[src/rtl/touch_scan_pkg.sv]
package touch_scan_pkg;
  typedef enum logic [2:0] {
    S_START = 3'd0,
    S_PULSE = 3'd1,
    S_DWELL = 3'd2,
    S_SPACE = 3'd3,
    S_TEST  = 3'd4
  } scan_state_t;
endpackage

[src/rtl/tms_cfg_latch.sv]
module tms_cfg_latch #(
  parameter int NK      = 24,
  parameter int NDW     = 4,
  parameter int BLW     = 8,
  parameter int MAX_EN  = 16,
  parameter int DEF_NEN = 16,
  parameter int DEF_BL  = 2
) (
  input  logic              clk,
  input  logic              rst_n,
  input  logic              load,
  input  logic [NK*NDW-1:0] cfg_ndil,
  input  logic [NK*BLW-1:0] cfg_bl,
  output logic [NK-1:0]     eff_en,
  output logic [NK-1:0]     act_en,
  output logic [NK*BLW-1:0] act_bl,
  output logic              reject
);
  localparam int CW = $clog2(NK + 1);

  logic [NK-1:0]     new_en;
  logic [NK-1:0]     def_en;
  logic [NK*BLW-1:0] def_bl;
  logic [CW-1:0]     new_cnt;
  logic              over;
  logic [NK-1:0]     act_en_d;
  logic [NK*BLW-1:0] act_bl_d;
  logic              reject_d;

  for (genvar k = 0; k < NK; k++) begin : g_key
    assign new_en[k] = |cfg_ndil[k*NDW +: NDW];
    assign def_en[k] = (k < DEF_NEN);
    assign def_bl[k*BLW +: BLW] = BLW'(DEF_BL);
  end

  always_comb begin
    new_cnt = '0;
    for (int k = 0; k < NK; k++) new_cnt = new_cnt + CW'(new_en[k]);
  end

  assign over   = (new_cnt > CW'(MAX_EN));
  assign eff_en = (load && !over) ? new_en : act_en;

  always_comb begin
    act_en_d = act_en;
    act_bl_d = act_bl;
    reject_d = 1'b0;
    if (load) begin
      if (over) begin
        reject_d = 1'b1;
      end else begin
        act_en_d = new_en;
        act_bl_d = cfg_bl;
      end
    end
  end

  always_ff @(posedge clk or negedge rst_n) begin
    if (!rst_n) begin
      act_en <= def_en;
      act_bl <= def_bl;
      reject <= 1'b0;
    end else begin
      act_en <= act_en_d;
      act_bl <= act_bl_d;
      reject <= reject_d;
    end
  end

  a_r9_limit: assert property (@(posedge clk) disable iff (!rst_n)
    $countones(act_en) <= MAX_EN);
  a_r9_hold_on_reject: assert property (@(posedge clk) disable iff (!rst_n)
    reject |-> ($stable(act_en) && $stable(act_bl)));
endmodule

[src/rtl/tms_key_pick.sv]
module tms_key_pick #(
  parameter int NK = 24,
  parameter int KW = 5
) (
  input  logic [NK-1:0] mask,
  input  logic [KW-1:0] cur,
  input  logic          from_start,
  output logic          found,
  output logic [KW-1:0] idx
);
  always_comb begin
    found = 1'b0;
    idx   = '0;
    for (int k = NK - 1; k >= 0; k--) begin
      if (mask[k] && (from_start || (KW'(k) > cur))) begin
        found = 1'b1;
        idx   = KW'(k);
      end
    end
  end
endmodule

[src/rtl/tms_burst_engine.sv]
module tms_burst_engine
  import touch_scan_pkg::*;
#(
  parameter int NX        = 8,
  parameter int NY        = 3,
  parameter int KW        = 5,
  parameter int BLW       = 8,
  parameter int SPW       = 8,
  parameter int DWELL_CYC = 3,
  parameter int ST_CYC    = 40
) (
  input  logic           clk,
  input  logic           rst_n,
  input  logic [SPW-1:0] cfg_spacing,
  input  logic [BLW-1:0] cur_bl,
  input  logic           pick_found,
  input  logic [KW-1:0]  pick_idx,
  output logic           load,
  output logic [KW-1:0]  cur_key,
  output logic [NX-1:0]  x_drive,
  output logic [NY-1:0]  y_gate,
  output logic           burst_done,
  output logic           selftest_active
);
  localparam int DCW = $clog2(DWELL_CYC + 1);
  localparam int TCW = $clog2(ST_CYC + 1);

  scan_state_t    state, state_d;
  logic [KW-1:0]  cur_d;
  logic [BLW-1:0] pcnt, pcnt_d;
  logic [DCW-1:0] dcnt, dcnt_d;
  logic [SPW-1:0] scnt, scnt_d;
  logic [SPW-1:0] sp_q, sp_d;
  logic [TCW-1:0] tcnt, tcnt_d;
  logic           last_pulse, dwell_end, go_next;
  logic [KW-1:0]  xi, yi;

  assign last_pulse = ({1'b0, pcnt} + 1'b1) >= {1'b0, cur_bl};
  assign dwell_end  = (dcnt == DCW'(DWELL_CYC - 1));
  assign load       = (state == S_START);
  assign burst_done = (state == S_DWELL) && dwell_end && last_pulse;
  assign selftest_active = (state == S_TEST);

  assign xi = cur_key % KW'(NX);
  assign yi = cur_key / KW'(NX);
  assign x_drive = (state == S_PULSE) ? (NX'(1) << xi) : '0;
  assign y_gate  = (state == S_DWELL) ? (NY'(1) << yi) : '0;

  always_comb begin
    state_d = state;
    cur_d   = cur_key;
    pcnt_d  = pcnt;
    dcnt_d  = dcnt;
    scnt_d  = scnt;
    sp_d    = sp_q;
    tcnt_d  = tcnt;
    go_next = 1'b0;
    case (state)
      S_START: begin
        sp_d    = cfg_spacing;
        go_next = 1'b1;
      end
      S_PULSE: begin
        state_d = S_DWELL;
        dcnt_d  = '0;
      end
      S_DWELL: begin
        if (!dwell_end) begin
          dcnt_d = dcnt + 1'b1;
        end else if (!last_pulse) begin
          pcnt_d  = pcnt + 1'b1;
          state_d = S_PULSE;
        end else if (sp_q != '0) begin
          state_d = S_SPACE;
          scnt_d  = '0;
        end else begin
          go_next = 1'b1;
        end
      end
      S_SPACE: begin
        if (scnt == sp_q - SPW'(1)) go_next = 1'b1;
        else                        scnt_d  = scnt + 1'b1;
      end
      S_TEST: begin
        if (tcnt == TCW'(ST_CYC - 1)) state_d = S_START;
        else                          tcnt_d  = tcnt + 1'b1;
      end
      default: state_d = S_START;
    endcase
    if (go_next) begin
      if (pick_found) begin
        state_d = S_PULSE;
        cur_d   = pick_idx;
        pcnt_d  = '0;
      end else begin
        state_d = S_TEST;
        tcnt_d  = '0;
      end
    end
  end

  always_ff @(posedge clk or negedge rst_n) begin
    if (!rst_n) begin
      state   <= S_START;
      cur_key <= '0;
      pcnt    <= '0;
      dcnt    <= '0;
      scnt    <= '0;
      sp_q    <= '0;
      tcnt    <= '0;
    end else begin
      state   <= state_d;
      cur_key <= cur_d;
      pcnt    <= pcnt_d;
      dcnt    <= dcnt_d;
      scnt    <= scnt_d;
      sp_q    <= sp_d;
      tcnt    <= tcnt_d;
    end
  end

  a_r1_xdrive_onehot: assert property (@(posedge clk) disable iff (!rst_n)
    $onehot0(x_drive) && $onehot0(y_gate));
  a_r4_pulse_then_dwell: assert property (@(posedge clk) disable iff (!rst_n)
    (x_drive != '0) |=> ((y_gate != '0) && (x_drive == '0)));
  a_r3_done_ends_dwell: assert property (@(posedge clk) disable iff (!rst_n)
    burst_done |=> (y_gate == '0));
  a_r6_test_quiet: assert property (@(posedge clk) disable iff (!rst_n)
    $fell(selftest_active) |-> (x_drive == '0 && !burst_done));
endmodule

[src/rtl/tms_key_status.sv]
module tms_key_status #(
  parameter int NK = 24
) (
  input  logic          clk,
  input  logic          rst_n,
  input  logic          load,
  input  logic          cal_req,
  input  logic [NK-1:0] act_en,
  output logic [NK-1:0] key_off,
  output logic [NK-1:0] cal_flag
);
  logic cal_pend, cal_pend_d;
  logic cal_pass, cal_pass_d;

  always_comb begin
    cal_pend_d = cal_pend | cal_req;
    cal_pass_d = cal_pass;
    if (load) begin
      cal_pass_d = cal_pend;
      cal_pend_d = cal_req;
    end
  end

  always_ff @(posedge clk or negedge rst_n) begin
    if (!rst_n) begin
      cal_pend <= 1'b1;
      cal_pass <= 1'b0;
    end else begin
      cal_pend <= cal_pend_d;
      cal_pass <= cal_pass_d;
    end
  end

  assign key_off  = ~act_en;
  assign cal_flag = cal_pass ? key_off : '0;

  a_r12_flag_steady: assert property (@(posedge clk) disable iff (!rst_n)
    !$past(load) |-> $stable(cal_pass));
endmodule

[src/rtl/touch_scan_seq.sv]
module touch_scan_seq #(
  parameter int NX        = 8,
  parameter int NY        = 3,
  parameter int NDW       = 4,
  parameter int BLW       = 8,
  parameter int SPW       = 8,
  parameter int DWELL_CYC = 3,
  parameter int ST_CYC    = 40,
  parameter int MAX_EN    = 16,
  parameter int DEF_NEN   = 16,
  parameter int DEF_BL    = 2,
  localparam int NK       = NX * NY,
  localparam int KW       = $clog2(NK)
) (
  input  logic              clk,
  input  logic              rst_n,
  input  logic [NK*NDW-1:0] cfg_ndil,
  input  logic [NK*BLW-1:0] cfg_bl,
  input  logic [SPW-1:0]    cfg_spacing,
  input  logic              cal_req,
  output logic [NX-1:0]     x_drive,
  output logic [NY-1:0]     y_gate,
  output logic              burst_done,
  output logic [KW-1:0]     burst_key,
  output logic              selftest_active,
  output logic              cfg_reject,
  output logic [NK-1:0]     key_off,
  output logic [NK-1:0]     cal_flag
);
  logic [1:0]        rs;
  logic              srst_n;
  logic              load;
  logic [NK-1:0]     eff_en, act_en;
  logic [NK*BLW-1:0] act_bl;
  logic [KW-1:0]     cur_key;
  logic              pick_found;
  logic [KW-1:0]     pick_idx;
  logic [BLW-1:0]    cur_bl;

  always_ff @(posedge clk or negedge rst_n) begin
    if (!rst_n) rs <= 2'b00;
    else        rs <= {rs[0], 1'b1};
  end
  assign srst_n = rs[1];

  tms_cfg_latch #(
    .NK(NK), .NDW(NDW), .BLW(BLW), .MAX_EN(MAX_EN),
    .DEF_NEN(DEF_NEN), .DEF_BL(DEF_BL)
  ) u_cfg (
    .clk(clk), .rst_n(srst_n), .load(load), .cfg_ndil(cfg_ndil),
    .cfg_bl(cfg_bl), .eff_en(eff_en), .act_en(act_en),
    .act_bl(act_bl), .reject(cfg_reject)
  );

  tms_key_pick #(.NK(NK), .KW(KW)) u_pick (
    .mask(eff_en), .cur(cur_key), .from_start(load),
    .found(pick_found), .idx(pick_idx)
  );

  assign cur_bl = act_bl[cur_key*BLW +: BLW];

  tms_burst_engine #(
    .NX(NX), .NY(NY), .KW(KW), .BLW(BLW), .SPW(SPW),
    .DWELL_CYC(DWELL_CYC), .ST_CYC(ST_CYC)
  ) u_eng (
    .clk(clk), .rst_n(srst_n), .cfg_spacing(cfg_spacing),
    .cur_bl(cur_bl), .pick_found(pick_found), .pick_idx(pick_idx),
    .load(load), .cur_key(cur_key), .x_drive(x_drive), .y_gate(y_gate),
    .burst_done(burst_done), .selftest_active(selftest_active)
  );

  assign burst_key = cur_key;

  tms_key_status #(.NK(NK)) u_stat (
    .clk(clk), .rst_n(srst_n), .load(load), .cal_req(cal_req),
    .act_en(act_en), .key_off(key_off), .cal_flag(cal_flag)
  );
endmodule

[config.mk]
export PLATFORM = sky130hd
export DESIGN_NAME = touch_scan_seq
export DESIGN_NICKNAME = d
export VERILOG_FILES = /design/src/rtl/touch_scan_pkg.sv /design/src/rtl/tms_cfg_latch.sv /design/src/rtl/tms_key_pick.sv /design/src/rtl/tms_burst_engine.sv /design/src/rtl/tms_key_status.sv /design/src/rtl/touch_scan_seq.sv
export SDC_FILE = /design/constraint.sdc
export NUM_CORES = 1
export LEC_CHECK = 0
export BUFFER_PORTS_ARGS = -buffer_cell sky130_fd_sc_hd__buf_2
export CELL_PAD_IN_SITES_DETAIL_PLACEMENT = 2
export CELL_PAD_IN_SITES_GLOBAL_PLACEMENT = 2
export CORE_ASPECT_RATIO = 0.9
export CORE_UTILIZATION = 30
export CTS_CLUSTER_SIZE = 14
export DETAILED_ROUTE_END_ITERATION = 6
export HOLD_SLACK_MARGIN = 0.05
export PLACE_DENSITY = 0.82
export REMOVE_ABC_BUFFERS = 1
export SKIP_CTS_REPAIR_TIMING = 1
export SLEW_MARGIN = 20
export SYNTH_ARGS = -nofsm -noshare
export SYNTH_HDL_FRONTEND = slang
export SYNTH_SLANG_ARGS = --single-unit
export TNS_END_PERCENT = 1
[constraint.sdc]
create_clock -name clk -period 15.7 [get_ports clk]
set_input_delay 2.355 -clock clk [delete_from_list [all_inputs] [get_ports clk]]
set_output_delay 2.355 -clock clk [all_outputs]
set_load 0.03 [all_outputs]
==> impl_results.md <==
* Dpl cells at between 2,000 and 3,000
* Vias in the first global route at between 10,000 and 15,000
* WL/cell at about 20 um
* Worst VDD drop at between 0.08 and 0.09 mV
* Core area at 46,800 um^2
* Synth Register Bits at ~260
* First-pass GRT wire length at 82,500 um
* CTS Buffer Depth at 3
* CTS H-tree depth at 1
* Nature of the critical path endpoint: flip-flop
* Setup-failing EPs final at 0
* Crit Reg-Reg Startpoint: u_eng.cur_key[0]$_DFFE_PN0P_
* Critical path launch point type: input port
* DRC errors left at 0
* Ranking of synthesized cells by area: dfrtp_1, nand2_1, mux4_2, dfstp_2, fa_1
* Hold Fails Final Rpt at 0
* Final WS setup at around 6 ns
* Top cell type's share of synthesized area at about two fifths
* Mapped cell area at approximately 14,000 um^2
* Run status: finished clean
* Synthesis warning total at 0
* Area grow syn2layout at 23.8%
* Worst slack, placed at roughly 5.2 ns
* Crit. Startpoint: cfg_ndil[5]
* Post-synth top cells: nand2_1, dfrtp_1, inv_1
* Post-route setup TNS at 0 ns
* Overflow left after global routing at 0
* Critical Path RT at around 16 ns
* Placed Area at 16,700 um^2
* Clock root cell: clkbuf_16
* Max-cap viol count at 0
* Drt pass-1 iters at 4
* Post-synth ARST share at 100%
* Most numerous cell in the Yosys netlist: nand2_1
* Post-route minimum period at approximately 9.7 ns
* Flop2flop setup slack at 10.27 ns
* Max_slew headroom at approximately 28%
* PD cells at approximately 220 nW/um^2
* Port buffer count at approximately 370
* Initial DRC Count at slightly above 600
* I/O pins at approximately 370
* Fmax at a little over 100 MHz
* CTS clock-pin slew for the worst setup and hold paths at 0.06 ns
* Pleak at roughly 9.0 nW
* Hold_ws at around 0.35 ns
* Tot GR Track Use at a little over a fifth
* Main synth FF type: dfrtp_1
* Max Transition Viols Final at 0
* Via count at between 10,000 and 15,000
* Num Clock Sinks at around 260
* Critical path arrival at 10.17 ns
* Final period util at between 60% and 70%
* DR vias/cell at roughly 5.0
* Die W at around 230 um
* Hold Path Class: flip-flop to asynchronous set/reset pin
* CP Max Fanout at 22
* Antenna Violating Nets Remaining at 0
* Initial Util at between 30% and 40%
* TritonCTS Buffers at 30
* Slew at the pin with the worst max-slew slack at about 1.1 ns
* Fin nets at about 2,300
* Skew-Pair Late Insertion Delay at roughly 0.57 ns
* Post-Route WL at between 50,000 and 60,000 um
* Gpl congestion at ~0.83
* Avg Cell Area, Syn at roughly 9 um^2
* Final Non-Filler Cells at roughly 2,600
* # rows at 75
* Largest net degree at the start of global routing at 110
* CTS tree: done
* Initial antenna violation count at 14
* Post-synth top area cell: dfrtp_1
* Die height at ~210 um
* Finished Cell Area at approximately 18,000 um^2
* Post-DP HPWL at 37,500 um
* Share of cells above drive strength 1 at around 29%
* Crit Path Class: input port to flip-flop
* Overall Power at a little under 4 mW
* Final Util at between 30% and 40%
* Post-synth EDFFs at 0
* DIE AREA at ~50,000 um^2
* RSZ-0062 raised after global routing: no
* Synth cell types at between 80 and 90
* Seq/Total Area, Yosys at between 40 and 50%
* Skew final at about 0.027 ns
* Mapped Cells at 1,594
[power by group]
group | internal [mW] | total (mW) | switching [mW]
sequential | 1.01 | 1.26 | 0.256
clock | 0.449 | 0.745 | 0.296
combinational | 0.720 | 1.89 | 1.17
[layout by cell type (no fill, tap or decap), types with 18 or more instances in the layout]
cell type | netlist | final
nand2_1 | 670 | 670
buf_2 | 17 | 365
dfrtp_1 | 220 | 217
inv_1 | 71 | 71
o21ai_0 | 61 | 61
mux4_2 | 56 | 56
nor2_1 | 55 | 55
dfstp_2 | 41 | 41
a21oi_1 | 39 | 39
clkbuf_16 | 0 | 31
nor2b_1 | 26 | 26
ha_1 | 21 | 21
nand3_1 | 18 | 18
[kinds of logic after synthesis]
family                     synth area share, %
and+or+nand+nor                           26.2
muxes                                     9.38
buffers and inverters                     4.59
xor gates and xnor gates                  2.02
DFF                                       46.0
AOI/OAI and AO/OA                         7.64
other                                   0.0262
adders and majority gates                 4.21
[worst max-delay path, stage by stage]
cell and delay, ns:
buf_2 0.09, or4_1 0.63, ha_1 0.34, inv_1 0.05
fa_1 0.49, fa_1 0.54, inv_1 0.07, fa_1 0.49
fa_1 0.52, inv_1 0.05, fa_1 0.48, inv_1 0.06
fa_1 0.42, inv_1 0.08, fa_1 0.43, nor3b_1 0.16
o211a_2 0.20, o31ai_4 0.92, mux2i_1 0.45, a211oi_1 0.12
and3_1 0.28, a31oi_4 0.40, or3b_1 0.41, o22ai_1 0.12
[registers in the layout, indices dropped and copies added, names as in the netlist, 2 cells and up]
register	count
rs	2
u_cfg.act_bl	192
u_cfg.act_en	24
u_eng.cur_key	5
u_eng.dcnt	2
u_eng.pcnt	8
u_eng.scnt	8
u_eng.sp_q	8
u_eng.state	3
u_eng.tcnt	6
[cell type report]
class	instances	area [um^2]
fillers	5247	29100
multi-input cells	1175	7090
flip-flops and latches	261	6590
repair buffers	381	1950
clock buffers	50	927
well taps	616	771
inverters	72	270
clock inverters	6	109
diodes	6	15.0
[final timing paths]
check | to | cells after the start
setup / recovery | u_eng.cur_key[1]$_DFFE_PN0P_ | 24
hold reg to reg | u_cfg.act_bl[93]$_DFFE_PN0N_ | 0
setup reg to reg | u_eng.scnt[7]$_DFFE_PN0P_ | 13
min in group clk | rs[1]$_DFF_PN0_ | 0
hold / removal | u_cfg.act_bl[93]$_DFFE_PN0N_ | 0
max in group asynchronous | u_eng.cur_key[1]$_DFFE_PN0P_ | 2
[per-layer routing]
layer / part of all wire, % / up-vias / track usage, %
li1: - / 5935 / -
met3: 3.8 / 71 / 3.56
met5: 0.22 / - / 0
met4: 1.8 / 16 / 4.17
met1: 43 / 6575 / 27.7
met2: 51 / 219 / 38.0
Power figures use the tool's default switching activity.
